**config.mk**
```make
export PLATFORM = sky130hd
export DESIGN_NAME = evcnt_unit
export DESIGN_NICKNAME = d
export VERILOG_FILES = /design/src/rtl/evcnt_pkg.sv /design/src/rtl/evcnt_filter.sv /design/src/rtl/evcnt_slice.sv /design/src/rtl/evcnt_regs.sv /design/src/rtl/evcnt_unit.sv
export SDC_FILE = /design/constraint.sdc
export NUM_CORES = 1
export LEC_CHECK = 0
export BUFFER_PORTS_ARGS = -buffer_cell sky130_fd_sc_hd__buf_2
export CAP_MARGIN = 10
export CELL_PAD_IN_SITES_DETAIL_PLACEMENT = 1
export CELL_PAD_IN_SITES_GLOBAL_PLACEMENT = 1
export CORE_MARGIN = 2
export CORE_UTILIZATION = 45
export CTS_CLUSTER_SIZE = 28
export DETAILED_ROUTE_END_ITERATION = 8
export PLACE_DENSITY = 0.83
export SETUP_SLACK_MARGIN = 0.1
export SLEW_MARGIN = 5
export SYNTH_ARGS = -nofsm -noshare
export SYNTH_HDL_FRONTEND = slang
export SYNTH_SLANG_ARGS = --single-unit
```
**constraint.sdc**
```tcl
create_clock -name clk -period 3.25 [get_ports clk]
set_clock_uncertainty 0.1 [all_clocks]
set_input_delay 0.1625 -clock clk [delete_from_list [all_inputs] [get_ports clk]]
set_output_delay 0.1625 -clock clk [all_outputs]
set_load 0.005 [all_outputs]
```
**src/rtl/evcnt_pkg.sv**
```systemverilog
package evcnt_pkg;
  // byte offsets of the register file
  localparam int OFS_CTRL    = 'h00;
  localparam int OFS_EN_SET  = 'h04;
  localparam int OFS_EN_CLR  = 'h08;
  localparam int OFS_IDENT   = 'h0C;
  localparam int OFS_CNT_BASE = 'h40;
  localparam int OFS_TYP_BASE = 'h80;
  localparam int REG_STRIDE  = 4;

  // field positions
  localparam int CTRL_RUN_BIT  = 0;
  localparam int CTRL_ZERO_BIT = 1;
  localparam int TYP_USER_BIT  = 30;
  localparam int TYP_KERN_BIT  = 31;
  localparam int IDENT_LO      = 24;
  localparam logic [3:0] MON_VERSION = 4'h5;

  typedef enum logic {PRIV_USER = 1'b0, PRIV_KERN = 1'b1} priv_e;
endpackage

```
**src/rtl/evcnt_filter.sv**
```systemverilog
module evcnt_filter #(
  parameter int NUM_EVT = 16,
  parameter int SEL_W   = 4
) (
  input  logic [NUM_EVT-1:0] evt_i,
  input  logic [SEL_W-1:0]   sel_i,
  input  logic               user_ok_i,
  input  logic               kern_ok_i,
  input  logic               priv_i,
  input  logic               run_i,
  output logic               hit_o
);
  import evcnt_pkg::*;

  logic evt_sel;
  logic priv_ok;

  always_comb begin
    evt_sel = 1'b0;
    for (int k = 0; k < NUM_EVT; k++) begin
      if (sel_i == SEL_W'(k)) evt_sel = evt_i[k];
    end
  end

  assign priv_ok = (priv_e'(priv_i) == PRIV_KERN) ? kern_ok_i : user_ok_i;
  assign hit_o   = run_i & evt_sel & priv_ok;
endmodule

```
**src/rtl/evcnt_slice.sv**
```systemverilog
module evcnt_slice #(
  parameter int CNT_W = 32,
  parameter int SEL_W = 4
) (
  input  logic             clk,
  input  logic             rst,
  input  logic             zero_i,
  input  logic             cnt_we_i,
  input  logic [CNT_W-1:0] cnt_wdata_i,
  input  logic             typ_we_i,
  input  logic [SEL_W-1:0] typ_sel_i,
  input  logic             typ_user_i,
  input  logic             typ_kern_i,
  input  logic             inc_i,
  output logic [CNT_W-1:0] cnt_o,
  output logic [SEL_W-1:0] sel_o,
  output logic             user_o,
  output logic             kern_o
);
  logic [CNT_W-1:0] cnt_q;

  always_ff @(posedge clk) begin
    if (rst)           cnt_q <= '0;
    else if (zero_i)   cnt_q <= '0;
    else if (cnt_we_i) cnt_q <= cnt_wdata_i;
    else if (inc_i)    cnt_q <= cnt_q + 1'b1;
  end

  always_ff @(posedge clk) begin
    if (rst) begin
      sel_o  <= '0;
      user_o <= 1'b0;
      kern_o <= 1'b0;
    end else if (typ_we_i) begin
      sel_o  <= typ_sel_i;
      user_o <= typ_user_i;
      kern_o <= typ_kern_i;
    end
  end

  assign cnt_o = cnt_q;

  // zeroing overrides any same-cycle load or increment
  a_r9_zero_wins: assert property (@(posedge clk) disable iff (rst)
    zero_i |=> (cnt_q == '0));

  // increment steps by one and wraps
  a_r10_step_one: assert property (@(posedge clk) disable iff (rst)
    (inc_i && !zero_i && !cnt_we_i) |=> (cnt_q == $past(cnt_q) + 1'b1));

  // no qualifying event, no change
  a_r2_hold_idle: assert property (@(posedge clk) disable iff (rst)
    (!inc_i && !zero_i && !cnt_we_i) |=> $stable(cnt_q));
endmodule

```
**src/rtl/evcnt_regs.sv**
```systemverilog
module evcnt_regs #(
  parameter int NUM_CNT = 4,
  parameter int ADDR_W  = 8,
  parameter int DATA_W  = 32,
  parameter int CNT_W   = 32,
  parameter int SEL_W   = 4
) (
  input  logic                          clk,
  input  logic                          rst,
  input  logic                          bus_wr_en,
  input  logic                          bus_rd_en,
  input  logic [ADDR_W-1:0]             bus_addr,
  input  logic [DATA_W-1:0]             bus_wdata,
  input  logic [NUM_CNT-1:0][CNT_W-1:0] cnt_vals_i,
  input  logic [NUM_CNT-1:0][SEL_W-1:0] sel_vals_i,
  input  logic [NUM_CNT-1:0]            user_vals_i,
  input  logic [NUM_CNT-1:0]            kern_vals_i,
  output logic                          run_o,
  output logic [NUM_CNT-1:0]            en_o,
  output logic                          zero_o,
  output logic [NUM_CNT-1:0]            cnt_we_o,
  output logic [NUM_CNT-1:0]            typ_we_o,
  output logic [DATA_W-1:0]             bus_rdata
);
  import evcnt_pkg::*;

  logic              hit_ctrl, hit_set, hit_clr, hit_ident;
  logic [NUM_CNT-1:0] hit_cnt, hit_typ;
  logic [NUM_CNT-1:0] wmask;
  logic              run_q;
  logic [NUM_CNT-1:0] en_q;
  logic [DATA_W-1:0] rd_mux;

  assign hit_ctrl  = (bus_addr == ADDR_W'(OFS_CTRL));
  assign hit_set   = (bus_addr == ADDR_W'(OFS_EN_SET));
  assign hit_clr   = (bus_addr == ADDR_W'(OFS_EN_CLR));
  assign hit_ident = (bus_addr == ADDR_W'(OFS_IDENT));
  assign wmask     = bus_wdata[NUM_CNT-1:0];

  for (genvar n = 0; n < NUM_CNT; n++) begin : g_dec
    localparam logic [ADDR_W-1:0] CNT_ADR = ADDR_W'(OFS_CNT_BASE + REG_STRIDE * n);
    localparam logic [ADDR_W-1:0] TYP_ADR = ADDR_W'(OFS_TYP_BASE + REG_STRIDE * n);
    assign hit_cnt[n]  = (bus_addr == CNT_ADR);
    assign hit_typ[n]  = (bus_addr == TYP_ADR);
    assign cnt_we_o[n] = bus_wr_en & hit_cnt[n];
    assign typ_we_o[n] = bus_wr_en & hit_typ[n];
  end

  assign zero_o = bus_wr_en & hit_ctrl & bus_wdata[CTRL_ZERO_BIT];

  always_ff @(posedge clk) begin
    if (rst) begin
      run_q <= 1'b0;
      en_q  <= '0;
    end else if (bus_wr_en) begin
      if (hit_ctrl) run_q <= bus_wdata[CTRL_RUN_BIT];
      if (hit_set)  en_q  <= en_q | wmask;
      if (hit_clr)  en_q  <= en_q & ~wmask;
    end
  end

  always_comb begin
    rd_mux = '0;
    if (hit_ctrl)            rd_mux[CTRL_RUN_BIT] = run_q;
    if (hit_set || hit_clr)  rd_mux[NUM_CNT-1:0]  = en_q;
    if (hit_ident)           rd_mux[IDENT_LO+3:IDENT_LO] = MON_VERSION;
    for (int n = 0; n < NUM_CNT; n++) begin
      if (hit_cnt[n]) rd_mux = DATA_W'(cnt_vals_i[n]);
      if (hit_typ[n]) begin
        rd_mux[SEL_W-1:0]    = sel_vals_i[n];
        rd_mux[TYP_USER_BIT] = user_vals_i[n];
        rd_mux[TYP_KERN_BIT] = kern_vals_i[n];
      end
    end
  end

  always_ff @(posedge clk) begin
    if (rst)            bus_rdata <= '0;
    else if (bus_rd_en) bus_rdata <= rd_mux;
  end

  assign run_o = run_q;
  assign en_o  = en_q;

  // every 1 written to the set register appears in the mask
  a_r6_set_lands: assert property (@(posedge clk) disable iff (rst)
    (bus_wr_en && hit_set) |=> ((en_q & $past(wmask)) == $past(wmask)));

  // every 1 written to the clear register removes that enable
  a_r7_clr_lands: assert property (@(posedge clk) disable iff (rst)
    (bus_wr_en && hit_clr) |=> ((en_q & $past(wmask)) == '0));

  // the mask moves only through the two mask registers
  a_r6_mask_stable: assert property (@(posedge clk) disable iff (rst)
    !(bus_wr_en && (hit_set || hit_clr)) |=> $stable(en_q));

  // identification read returns the version nibble
  a_r11_ident: assert property (@(posedge clk) disable iff (rst)
    (bus_rd_en && hit_ident) |=> (bus_rdata[IDENT_LO+3:IDENT_LO] == MON_VERSION));

  // read data holds between reads
  a_r12_rdata_hold: assert property (@(posedge clk) disable iff (rst)
    !bus_rd_en |=> $stable(bus_rdata));
endmodule

```
**src/rtl/evcnt_unit.sv**
```systemverilog
module evcnt_unit #(
  parameter int NUM_CNT = 4,
  parameter int NUM_EVT = 16,
  parameter int CNT_W   = 32,
  parameter int ADDR_W  = 8,
  parameter int DATA_W  = 32
) (
  input  logic               clk,
  input  logic               rst,
  input  logic [NUM_EVT-1:0] evt_i,
  input  logic               priv_i,
  input  logic               bus_wr_en,
  input  logic               bus_rd_en,
  input  logic [ADDR_W-1:0]  bus_addr,
  input  logic [DATA_W-1:0]  bus_wdata,
  output logic [DATA_W-1:0]  bus_rdata
);
  import evcnt_pkg::*;

  localparam int SEL_W = (NUM_EVT > 1) ? $clog2(NUM_EVT) : 1;

  logic                          run;
  logic [NUM_CNT-1:0]            en;
  logic                          zero;
  logic [NUM_CNT-1:0]            cnt_we, typ_we, inc;
  logic [NUM_CNT-1:0][CNT_W-1:0] cnt_vals;
  logic [NUM_CNT-1:0][SEL_W-1:0] sel_vals;
  logic [NUM_CNT-1:0]            user_vals, kern_vals;

  evcnt_regs #(
    .NUM_CNT(NUM_CNT), .ADDR_W(ADDR_W), .DATA_W(DATA_W),
    .CNT_W(CNT_W), .SEL_W(SEL_W)
  ) u_regs (
    .clk(clk), .rst(rst),
    .bus_wr_en(bus_wr_en), .bus_rd_en(bus_rd_en),
    .bus_addr(bus_addr), .bus_wdata(bus_wdata),
    .cnt_vals_i(cnt_vals), .sel_vals_i(sel_vals),
    .user_vals_i(user_vals), .kern_vals_i(kern_vals),
    .run_o(run), .en_o(en), .zero_o(zero),
    .cnt_we_o(cnt_we), .typ_we_o(typ_we),
    .bus_rdata(bus_rdata)
  );

  for (genvar n = 0; n < NUM_CNT; n++) begin : g_cnt
    evcnt_filter #(.NUM_EVT(NUM_EVT), .SEL_W(SEL_W)) u_filt (
      .evt_i(evt_i), .sel_i(sel_vals[n]),
      .user_ok_i(user_vals[n]), .kern_ok_i(kern_vals[n]),
      .priv_i(priv_i), .run_i(run & en[n]),
      .hit_o(inc[n])
    );

    evcnt_slice #(.CNT_W(CNT_W), .SEL_W(SEL_W)) u_slice (
      .clk(clk), .rst(rst), .zero_i(zero),
      .cnt_we_i(cnt_we[n]), .cnt_wdata_i(bus_wdata[CNT_W-1:0]),
      .typ_we_i(typ_we[n]), .typ_sel_i(bus_wdata[SEL_W-1:0]),
      .typ_user_i(bus_wdata[TYP_USER_BIT]), .typ_kern_i(bus_wdata[TYP_KERN_BIT]),
      .inc_i(inc[n]),
      .cnt_o(cnt_vals[n]), .sel_o(sel_vals[n]),
      .user_o(user_vals[n]), .kern_o(kern_vals[n])
    );

    // with the run bit low this counter cannot move by counting
    a_r8_run_gate: assert property (@(posedge clk) disable iff (rst)
      (!run && !zero && !cnt_we[n]) |=> $stable(cnt_vals[n]));
  end
endmodule

```
==> results.json, run 1 <==
{
  "busiest_layer": "met2",
  "switching_share_pct": 25.9,
  "dp_cells": 1764,
  "avgSynthCellArea_um2": 8.13,
  "die-height_um": 164,
  "dr_total_vias": 12300,
  "whs_endpoint": "g_cnt[3].u_slice.sel_o[3]$_SDFFE_PP0P_",
  "place_congestion": 1.00,
  "cp_max_fo": 12,
  "cap_violations": 0,
  "startpoint_type": "register",
  "final_cells": 1804,
  "clock_latency_ps": 450,
  "grt_pass1_vias": 12000,
  "ys_types": 81,
  "crit_required_ps": 3530,
  "use_met2_pct": 54.8,
  "crit_chain": "mux2i_1 > a31oi_1 > nand4bb_2 > a211oi_2 > or4b_1 > a31oi_1",
  "synth.cell_area_mm2": 0.0115,
  "period_needed_ps": 2900,
  "switching_power_mw": 1.33,
  "hold_violations": 0,
  "regArea_mm2": 0.00378,
  "synthCells": 1416,
  "cts_tree": "yes",
  "rows": 58,
  "grt_pass1_wl_um": 72300,
  "fin_area_mm2": 0.0131,
  "crit_arrival_ps": 3180,
  "wire_per_inst_um": 26.2,
  "drt_pre_antenna_iters": 7,
  "power.internal_mw": 3.82,
  "drt_iter0_drc": 1472,
  "multi_input_area_mm2": 0.00723,
  "syn-num-nets": 1481,
  "crit_type": "reg -> reg",
  "yosys.area.top_type": "dfxtp_1",
  "met1_usage_pct": 48.5,
  "finalCritPeriodShare_pct": 89.1,
  "netlist.area_leader.share_pct": 32.8,
  "cpPeakStageDelay_ps": 600,
  "worst_hold_path.num_cells": 3,
  "cts.path.max_buffers": 2,
  "critPathSlowestCell": "a211oi_2",
  "layout-drive-gt1-share_pct": 14.8,
  "synth_edf_count": 0,
  "cts_sinks": 189,
  "slew_headroom_pct": 30.4,
  "yosysMostFrequentCell": "dfxtp_1",
  "numCtsBuffers": 17,
  "io_pins": 93,
  "clkTransAtPathRegs_ps": 80,
  "antenna_cells": 0,
  "p_per_area_mw_per_mm2": 394,
  "grt_overflow": 0,
  "placed_cell_area_mm2": 0.0123,
  "grt_max_degree": 65,
  "vdd.ir_drop.worst_v": 0.000262,
  "netlist_top_cells_count": "189 x dfxtp_1, 140 x a21oi_1, 134 x o21ai_0",
  "reg2reg_from": "g_cnt[1].u_slice.sel_o[1]$_SDFFE_PP0P_",
  "worstHoldStart": "bus_wdata[3]",
  "portBuffers": 92,
  "reg2reg_slack_ps": 350,
  "layout.nets": 1526,
  "h-tree-depth": 4,
  "die_w_um": 164,
  "r2r-end": "g_cnt[1].u_slice.cnt_o[22]$_SDFFE_PP0P_",
  "synthArstFlopShare_pct": 0,
  "yosysSeqAreaShare_pct": 32.8,
  "outcome": "completed",
  "rr_worst_depth": 6,
  "initial_core_util_pct": 45.7,
  "finalMaxSlewViolations": 0,
  "grt_usage_pct": 35.3,
  "coreArea_mm2": 0.0252,
  "setup_viol": 0,
  "grt_util_met3_pct": 6.57,
  "crit_cells": 6,
  "antenna_left": 0,
  "fillers": 3033,
  "yosys_warnings": 0,
  "via_per_inst": 6.83,
  "end_kind": "register",
  "p_comb_share_pct": 7.6,
  "drc": 0,
  "synth_top_cells_by_area": "dfxtp_1 33%, a21oi_1 6.1%, o21ai_0 5.8%, xnor2_1 4.3%, a22oi_1 3.6%",
  "rsz0062_at_grt": "no",
  "p_leak_nw": 4.15,
  "die-area_mm2": 0.0269,
  "seqPwrFrac_pct": 45.7,
  "holdCritPathClass": "in -> reg",
  "worstMarginPinSlew_ps": 1040,
  "dp_hpwl_um": 33600,
  "clkPwrFrac_pct": 46.6,
  "cts_setup_buffers": 0,
  "fin_tns_setup_ps": 0,
  "ys_ff_latch": 189,
  "cts_root_buf": "clkbuf_16",
  "cp_common_cell": "a31oi_1",
  "fmax_mhz": 345,
  "antenna_found_initial": 1,
  "synthFlopType": "dfxtp_1",
  "wl_um": 47300,
  "final_util_pct": 51.8,
  "crit_family": "compound AO/OA/AOI/OAI gates",
  "syn2layout_area_growth_pct": 13.4,
  "crit_buf_inv": 0
}
[layout by cell type (no fill, tap or decap), types with 6 or more instances in the layout]
master         count
nor3_1            18
xnor2_1           56
dlygate4sd3_1      8
nand2b_1           7
o41ai_1            6
xor2_1            41
a21oi_1          140
mux2i_1           36
nand3_1           51
o2111ai_1          9
nand3b_1           6
mux2_2            11
o21bai_1          26
o211ai_1          14
o21ai_0          134
o31ai_1            8
nand2_1           85
nor4_1            28
clkbuf_16         17
nor2b_1            9
and2_1             8
and4_1            16
buf_2             92
a22oi_1           55
buf_4             41
a2111oi_0          6
or3_1             16
or4b_1             6
and3_1            28
a31oi_1           48
dfxtp_1          189
nor2_1            59
nand4_1           32
a211oi_1          28
inv_1             19
[layer usage]
layer,up-vias,share of wire [%]
li1,5481,-
met1,6146,42
met2,604,45
met3,96,9.4
met4,0,3.0
met5,-,0
[cells by family (layout without fill, tap and decap cells)]
logic type               count (synthesis)  in the layout  share of synthesized area (%)
flip-flops                             189            189                           32.8
adder cells (fa/ha/maj)                  4              4                          0.435
XOR/XNOR                                97             97                           7.38
AND/OR/NAND/NOR                        404            404                           19.5
AO/OA/AOI/OAI                          534            534                           29.8
multiplexers                            51             51                           4.99
buffers and inverters                  137            195                           5.05
[stage by stage]
step           power [mW]  hold WS, ps  setup slack, ps
6_report             5.15         19.9              355
5_1_grt              5.28         27.7              190
4_1_cts              5.15         2.67              210
3_5_place_dp         2.77          365              288
3_3_place_gp         2.77          358              398
2_1_floorplan        2.58          193              897
[power by group through the flow]
stage | Combinational, mW | Clock [mW] | Sequential, mW
2_1_floorplan | 0.178 | 0 | 2.40
3_3_place_gp | 0.361 | 0 | 2.41
3_5_place_dp | 0.365 | 0 | 2.41
4_1_cts | 0.376 | 2.42 | 2.35
5_1_grt | 0.412 | 2.51 | 2.36
6_report | 0.393 | 2.40 | 2.36
[area by class of cell]
class | count | area share [%]
well taps | 330 | 3.16
repair buffers | 144 | 6.96
clock inverters | 12 | 1.50
clock buffers | 20 | 3.50
inverters | 19 | 0.546
flip-flops and latches | 189 | 29.0
multi-input cells | 1090 | 55.4
[sequential cells by signal, summed over array words and instances (netlist names), named ones only]
register	cells
g_cnt.u_slice.cnt_o	128
u_regs.run_o	1
g_cnt.u_slice.user_o	4
g_cnt.u_slice.kern_o	4
g_cnt.u_slice.sel_o	16
u_regs.bus_rdata	32
[timing repair]
item,4_1_cts,5_1_grt
gates resized for setup,0,1
setup endpoints to repair,0,5
hold endpoints to repair,9,0
hold buffers,8,0
[tightest hold or removal path: cells and delay by family]
family | cells | cell delay (ps)
and+or+nand+nor | 1 | 100
AOI/OAI and AO/OA | 1 | 60
buffers and inverters | 1 | 200
[how the worst max path moves through the flow]
| stage | startpoint | slack, ps | endpoint |
|---|---|---|---|
| final | g_cnt[1].u_slice.sel_o[1]$_SDFFE_PP0P_ | 350 | g_cnt[1].u_slice.cnt_o[22]$_SDFFE_PP0P_ |
| after global routing | g_cnt[1].u_slice.sel_o[1]$_SDFFE_PP0P_ | 190 | g_cnt[1].u_slice.cnt_o[12]$_SDFFE_PP0P_ |
| after CTS | g_cnt[1].u_slice.sel_o[1]$_SDFFE_PP0P_ | 210 | g_cnt[1].u_slice.cnt_o[12]$_SDFFE_PP0P_ |
| after detailed placement | g_cnt[1].u_slice.sel_o[1]$_SDFFE_PP0P_ | 290 | g_cnt[1].u_slice.cnt_o[20]$_SDFFE_PP0P_ |
| after global placement | g_cnt[1].u_slice.sel_o[2]$_SDFFE_PP0P_ | 400 | g_cnt[1].u_slice.cnt_o[26]$_SDFFE_PP0P_ |
| after floorplan | g_cnt[2].u_slice.sel_o[0]$_SDFFE_PP0P_ | 900 | g_cnt[2].u_slice.cnt_o[18]$_SDFFE_PP0P_ |
Note: power is estimated with default switching activity, not from simulation.
==> run 2: changes to the inputs <==
Settings changed: CAP_MARGIN 10 to not set, CORE_UTILIZATION 45 to 40, PLACE_DENSITY 0.83 to 0.75.
==> results.json, run 2 (synthesis results as in run 1) <==
{
  "crit_type": "reg -> reg",
  "layout-drive-gt1-share_pct": 14.8,
  "rsz0062_at_grt": "no",
  "drt_pre_antenna_iters": 5,
  "most-common-layout-cells": "189 x dfxtp_1, 140 x a21oi_1, 134 x o21ai_0",
  "numCtsBuffers": 17,
  "p_leak_nw": 4.10,
  "drt_iter0_drc": 1135,
  "timing.hold.ws_ps": 18.9,
  "clock_latency_ps": 450,
  "clkPwrFrac_pct": 44.1,
  "layout_setup_ws_ps": 379,
  "die-area_mm2": 0.0302,
  "portBuffers": 92,
  "initial_core_util_pct": 40.3,
  "antenna_left": 0,
  "holdCritPathClass": "in -> reg",
  "dp_cells": 1819,
  "coreArea_mm2": 0.0285,
  "fin_tns_setup_ps": 0,
  "io_pins": 93,
  "met1_usage_pct": 42.2,
  "use_met2_pct": 48.4,
  "end_kind": "register",
  "dr_total_vias": 12100,
  "grt_overflow": 0,
  "largest_register_ffs": 128,
  "cts-resized-gates": 0,
  "grt_pass1_wl_um": 71300,
  "wl_um": 47000,
  "clkTransAtPathRegs_ps": 80,
  "h-tree-depth": 4,
  "die_w_um": 174,
  "syn2layout_area_growth_pct": 13.1,
  "period_needed_ps": 2870,
  "crit_arrival_ps": 3060,
  "place_ws_ps": 416,
  "finalMaxSlewViolations": 0,
  "placed_cell_area_mm2": 0.0124,
  "rows": 62,
  "grt_usage_pct": 30.5,
  "fillers": 3537,
  "cts_sinks": 189,
  "power.internal_mw": 3.55,
  "slew_headroom_pct": 32.1,
  "p_per_area_mw_per_mm2": 377,
  "p_comb_share_pct": 8.0,
  "cts_root_buf": "clkbuf_16",
  "layout.nets": 1526,
  "antenna_found_initial": 2,
  "wire_per_inst_um": 25.3,
  "worstMarginPinSlew_ps": 1020,
  "switching_power_mw": 1.36,
  "setup_viol": 0,
  "startpoint_type": "register",
  "cts_tree": "yes",
  "cts.path.max_buffers": 2,
  "reg2reg_slack_ps": 380,
  "multi_input_area_mm2": 0.00722,
  "grt_util_met3_pct": 4.74,
  "layout_commonest_cell": "dfxtp_1",
  "switching_share_pct": 27.8,
  "vdd.ir_drop.worst_v": 0.000233,
  "dp_hpwl_um": 34200,
  "seqPwrFrac_pct": 48.0,
  "place_congestion": 0.983,
  "regArea_mm2": 0.00378,
  "drc": 0,
  "grt_max_degree": 62,
  "crit_required_ps": 3440,
  "hold_violations": 0,
  "via_per_inst": 6.51,
  "fin_area_mm2": 0.0130,
  "cp_max_fo": 10,
  "outcome": "completed",
  "fmax_mhz": 348,
  "p_total_mw": 4.91,
  "cap_violations": 0,
  "final_cells": 1859,
  "grt_pass1_vias": 11800,
  "finalCritPeriodShare_pct": 88.3,
  "die-height_um": 174,
  "busiest_layer": "met2",
  "final_util_pct": 45.7
}
## run 2: cell count changes in the layout (fill, tap and decap cells not counted), sizes merged
cell	delta
dlygate4sd3	-1
diode	+1
clkinv	+2
bufinv	-3
clkinvlp	+3
buf	+1
clkbuf	-2
## run 2: path summary, 6_finish.rpt
| path | from | end | cells past startpoint |
|---|---|---|---|
| setup reg to reg | g_cnt[0].u_slice.sel_o[0]$_SDFFE_PP0P_ | g_cnt[0].u_slice.cnt_o[15]$_SDFFE_PP0P_ | 6 |
| hold / removal | bus_wdata[18] | g_cnt[2].u_slice.cnt_o[18]$_SDFFE_PP0P_ | 3 |
| hold reg to reg | u_regs.bus_rdata[0]$_SDFFE_PP0P_ | u_regs.bus_rdata[0]$_SDFFE_PP0P_ | 2 |
| setup / recovery | g_cnt[0].u_slice.sel_o[0]$_SDFFE_PP0P_ | g_cnt[0].u_slice.cnt_o[15]$_SDFFE_PP0P_ | 6 |
## run 2: power by group through the flow
stage	combinational, mW	clock (mW)	sequential, mW
detailed placement	0.369	0	2.41
finish	0.391	2.17	2.36
global placement	0.364	0	2.41
global route	0.411	2.25	2.36
CTS	0.379	2.18	2.35
floorplan	0.178	0	2.40
## run 2: area by class of cell
class | count | share of cell area [%]
Antenna cell | 1 | 0.0192
Tap cell | 384 | 3.69
Clock buffer | 18 | 3.29
Sequential cell | 189 | 29.0
Timing Repair Buffer | 144 | 6.85
Inverter | 19 | 0.547
Clock inverter | 14 | 1.15
Multi-Input combinational cell | 1090 | 55.4
## run 2: critical path: stages, from the launching register on
cell and delay, ps:
dfxtp_1 590, mux2_2 390, o221a_2 280, o21a_1 230, o21ai_0 450, o2bb2ai_1 150, a2111oi_0 530
## run 2: layer usage
layer / up-vias / part of all wire (%)
li1: 5475 / -
met1: 6072 / 44
met2: 465 / 46
met3: 97 / 7.1
met4: 0 / 2.8
met5: - / 0
## run 2: what timing repair did
item | 4_1_cts | 5_1_grt
endpoints found under the hold margin | 9 | 0
buffers inserted | 0 | 0
hold buffers | 7 | 0
==> run 3: changes to the inputs <==
Settings changed: PLACE_DENSITY 0.75 to 0.74, SYNTH_HIERARCHICAL set to 1.
==> results.json, run 3 <==
{
  "h-tree-depth": 4,
  "p_leak_nw": 4.68,
  "cts_root_buf": "clkbuf_16",
  "antenna_found_initial": 0,
  "avgSynthCellArea_um2": 8.60,
  "crit_required_ps": 3430,
  "via_per_inst": 6.05,
  "p_per_area_mw_per_mm2": 362,
  "wire_per_inst_um": 23.2,
  "grt_usage_pct": 27.7,
  "seqPwrFrac_pct": 48.6,
  "synth_edf_count": 0,
  "coreArea_mm2": 0.0287,
  "synth_top_cells_by_area": "dfxtp_1 32%, a21oi_1 5.8%, xnor2_1 5.4%, o21ai_0 4.2%, mux4_1 3.6%",
  "cap_violations": 0,
  "slew_headroom_pct": 16.4,
  "crit_type": "reg -> reg",
  "holdCritPathClass": "in -> reg",
  "grt_max_degree": 43,
  "synthFlopType": "dfxtp_1",
  "numCtsBuffers": 17,
  "wl_um": 42500,
  "critPathLaunch": "g_cnt[2].u_slice/sel_o[0]$_SDFFE_PP0P_",
  "yosysSeqAreaShare_pct": 32.4,
  "layout.nets": 1501,
  "crit_chain": "mux4_1 > mux4_2 > and3_1 > nand3_1 > nor4_2 > buf_4 > nand3_1 > xor2_1 > a21oi_1",
  "dr.max_layer_used": "met4",
  "cp_max_fo": 11,
  "initial_core_util_pct": 40.7,
  "io_pins": 93,
  "grt_pass1_vias": 11300,
  "drt-met1-wl_um": 18400,
  "hold_violations": 0,
  "ys_types": 66,
  "netlist_top_cells_count": "189 x dfxtp_1, 136 x a21oi_1, 109 x nor2_1",
  "period_needed_ps": 2960,
  "switching_share_pct": 27.1,
  "outcome": "completed",
  "cts.path.max_buffers": 2,
  "drt_iter0_drc": 893,
  "timing.hold.ws_ps": 20.3,
  "grt_overflow": 0,
  "antenna_left": 0,
  "die_w_um": 175,
  "reg2reg_from": "g_cnt[2].u_slice/sel_o[0]$_SDFFE_PP0P_",
  "dr_total_vias": 11100,
  "worstHoldStart": "bus_wdata[25]",
  "rows": 62,
  "syn-num-nets": 1423,
  "yosys_warnings": 6,
  "clock_latency_ps": 460,
  "crit_buf_inv": 1,
  "setup_viol": 0,
  "portBuffers": 92,
  "crit_arrival_ps": 3140,
  "yosysMostFrequentCell": "dfxtp_1",
  "end_kind": "register",
  "layout-drive-gt1-share_pct": 18.0,
  "clkPwrFrac_pct": 43.4,
  "fin_area_mm2": 0.0132,
  "drc": 0,
  "startpoint_type": "register",
  "critPathSlowestCell": "mux4_1",
  "yosys.area.top_type": "dfxtp_1",
  "crit_family": "multiplexers",
  "fmax_mhz": 338,
  "synth.cell_area_mm2": 0.0117,
  "finalCritPeriodShare_pct": 91.1,
  "drt_pre_antenna_iters": 5,
  "power.internal_mw": 3.49,
  "rsz0062_at_grt": "no",
  "most-common-layout-cells": "189 x dfxtp_1, 136 x a21oi_1, 109 x nor2_1",
  "cts_setup_buffers": 0,
  "synthCells": 1358,
  "routed-wl-met2_um": 20600,
  "p_comb_share_pct": 8.0,
  "grt_pass1_wl_um": 65500,
  "vdd.ir_drop.worst_v": 0.000392,
  "placed_cell_area_mm2": 0.0125,
  "cpPeakStageDelay_ps": 590,
  "layout_commonest_cell": "dfxtp_1",
  "place_congestion": 0.905,
  "clkTransAtPathRegs_ps": 70,
  "dp_cells": 1781,
  "largest_register_ffs": 128,
  "switching_power_mw": 1.30,
  "antenna_cells": 0,
  "fin_tns_setup_ps": 0,
  "ys_ff_latch": 189,
  "cp_common_cell": "nand3_1",
  "synthArstFlopShare_pct": 0,
  "wl_met3_um": 1550,
  "die-height_um": 175,
  "cts_tree": "yes",
  "dp_hpwl_um": 31300,
  "final_cells": 1832,
  "netlist.area_leader.share_pct": 32.4,
  "die-area_mm2": 0.0306,
  "cts_sinks": 189,
  "worstMarginPinSlew_ps": 1250,
  "syn2layout_area_growth_pct": 13.2,
  "finalMaxSlewViolations": 0
}
run 3: tightest hold or removal path: cells and delay by family:
kind | cells | cell delay, ps
AOI/OAI and AO/OA | 2 | 220
buffers and inverters | 1 | 150
run 3: power by group through the flow:
stage / Combinational, mW / Sequential [mW] / Clock (mW)
finish: 0.384 / 2.33 / 2.08
detailed placement: 0.360 / 2.38 / 0
global placement: 0.352 / 2.38 / 0
global route: 0.404 / 2.33 / 2.21
floorplan: 0.184 / 2.38 / 0
CTS: 0.379 / 2.33 / 2.12
run 3: cell type report:
class	count	area (um2)
clock buffers	19	453
clock inverters	12	106
fillers	3432	15500
inverters	26	97.6
multi-input cells	1056	7390
flip-flops and latches	189	3780
well taps	384	480
repair buffers	146	916
run 3: worst paths after layout:
kind / to / slack [ps] / depth (start not counted)
setup / recovery: g_cnt[2].u_slice/cnt_o[22]$_SDFFE_PP0P_ / 290 / 9
hold / removal: g_cnt[1].u_slice/cnt_o[25]$_SDFFE_PP0P_ / 20 / 3
setup reg to reg: g_cnt[2].u_slice/cnt_o[22]$_SDFFE_PP0P_ / 290 / 9
hold reg to reg: u_regs/bus_rdata[7]$_SDFFE_PP0P_ / 370 / 2
run 3: kinds of logic (layout without fill, tap and decap cells):
family	after synthesis	after routing	synth area share [%]
AOI/OAI and AO/OA	356	356	18.9
muxes	91	91	10.8
and+or+nand+nor	485	485	23.9
adders and majority gates	4	4	0.428
xor gates and xnor gates	120	120	9.00
DFF	189	189	32.4
buffers and inverters	113	203	4.54
run 3: timing repair:
item,4_1_cts,5_1_grt
gates resized for setup,0,1
endpoints found under the setup margin,0,3
hold endpoints to repair,56,0
hold buffers,20,0
run 3: routing by layer:
| layer | up-vias | GRT usage, % |
|---|---|---|
| li1 | 5171 | - |
| met1 | 5498 | 35.0 |
| met2 | 313 | 46.9 |
| met3 | 101 | 3.24 |
| met4 | 0 | 13.4 |
| met5 | - | 0 |
run 3: through the flow:
stage	worst slack (ps)	utilization [%]	power, mW
after floorplan	614	-	2.56
after global placement	433	43.4	2.73
after detailed placement	343	43.4	2.74
after CTS	314	46.0	4.82
after global routing	151	46.1	4.94
final	290	46.1	4.79
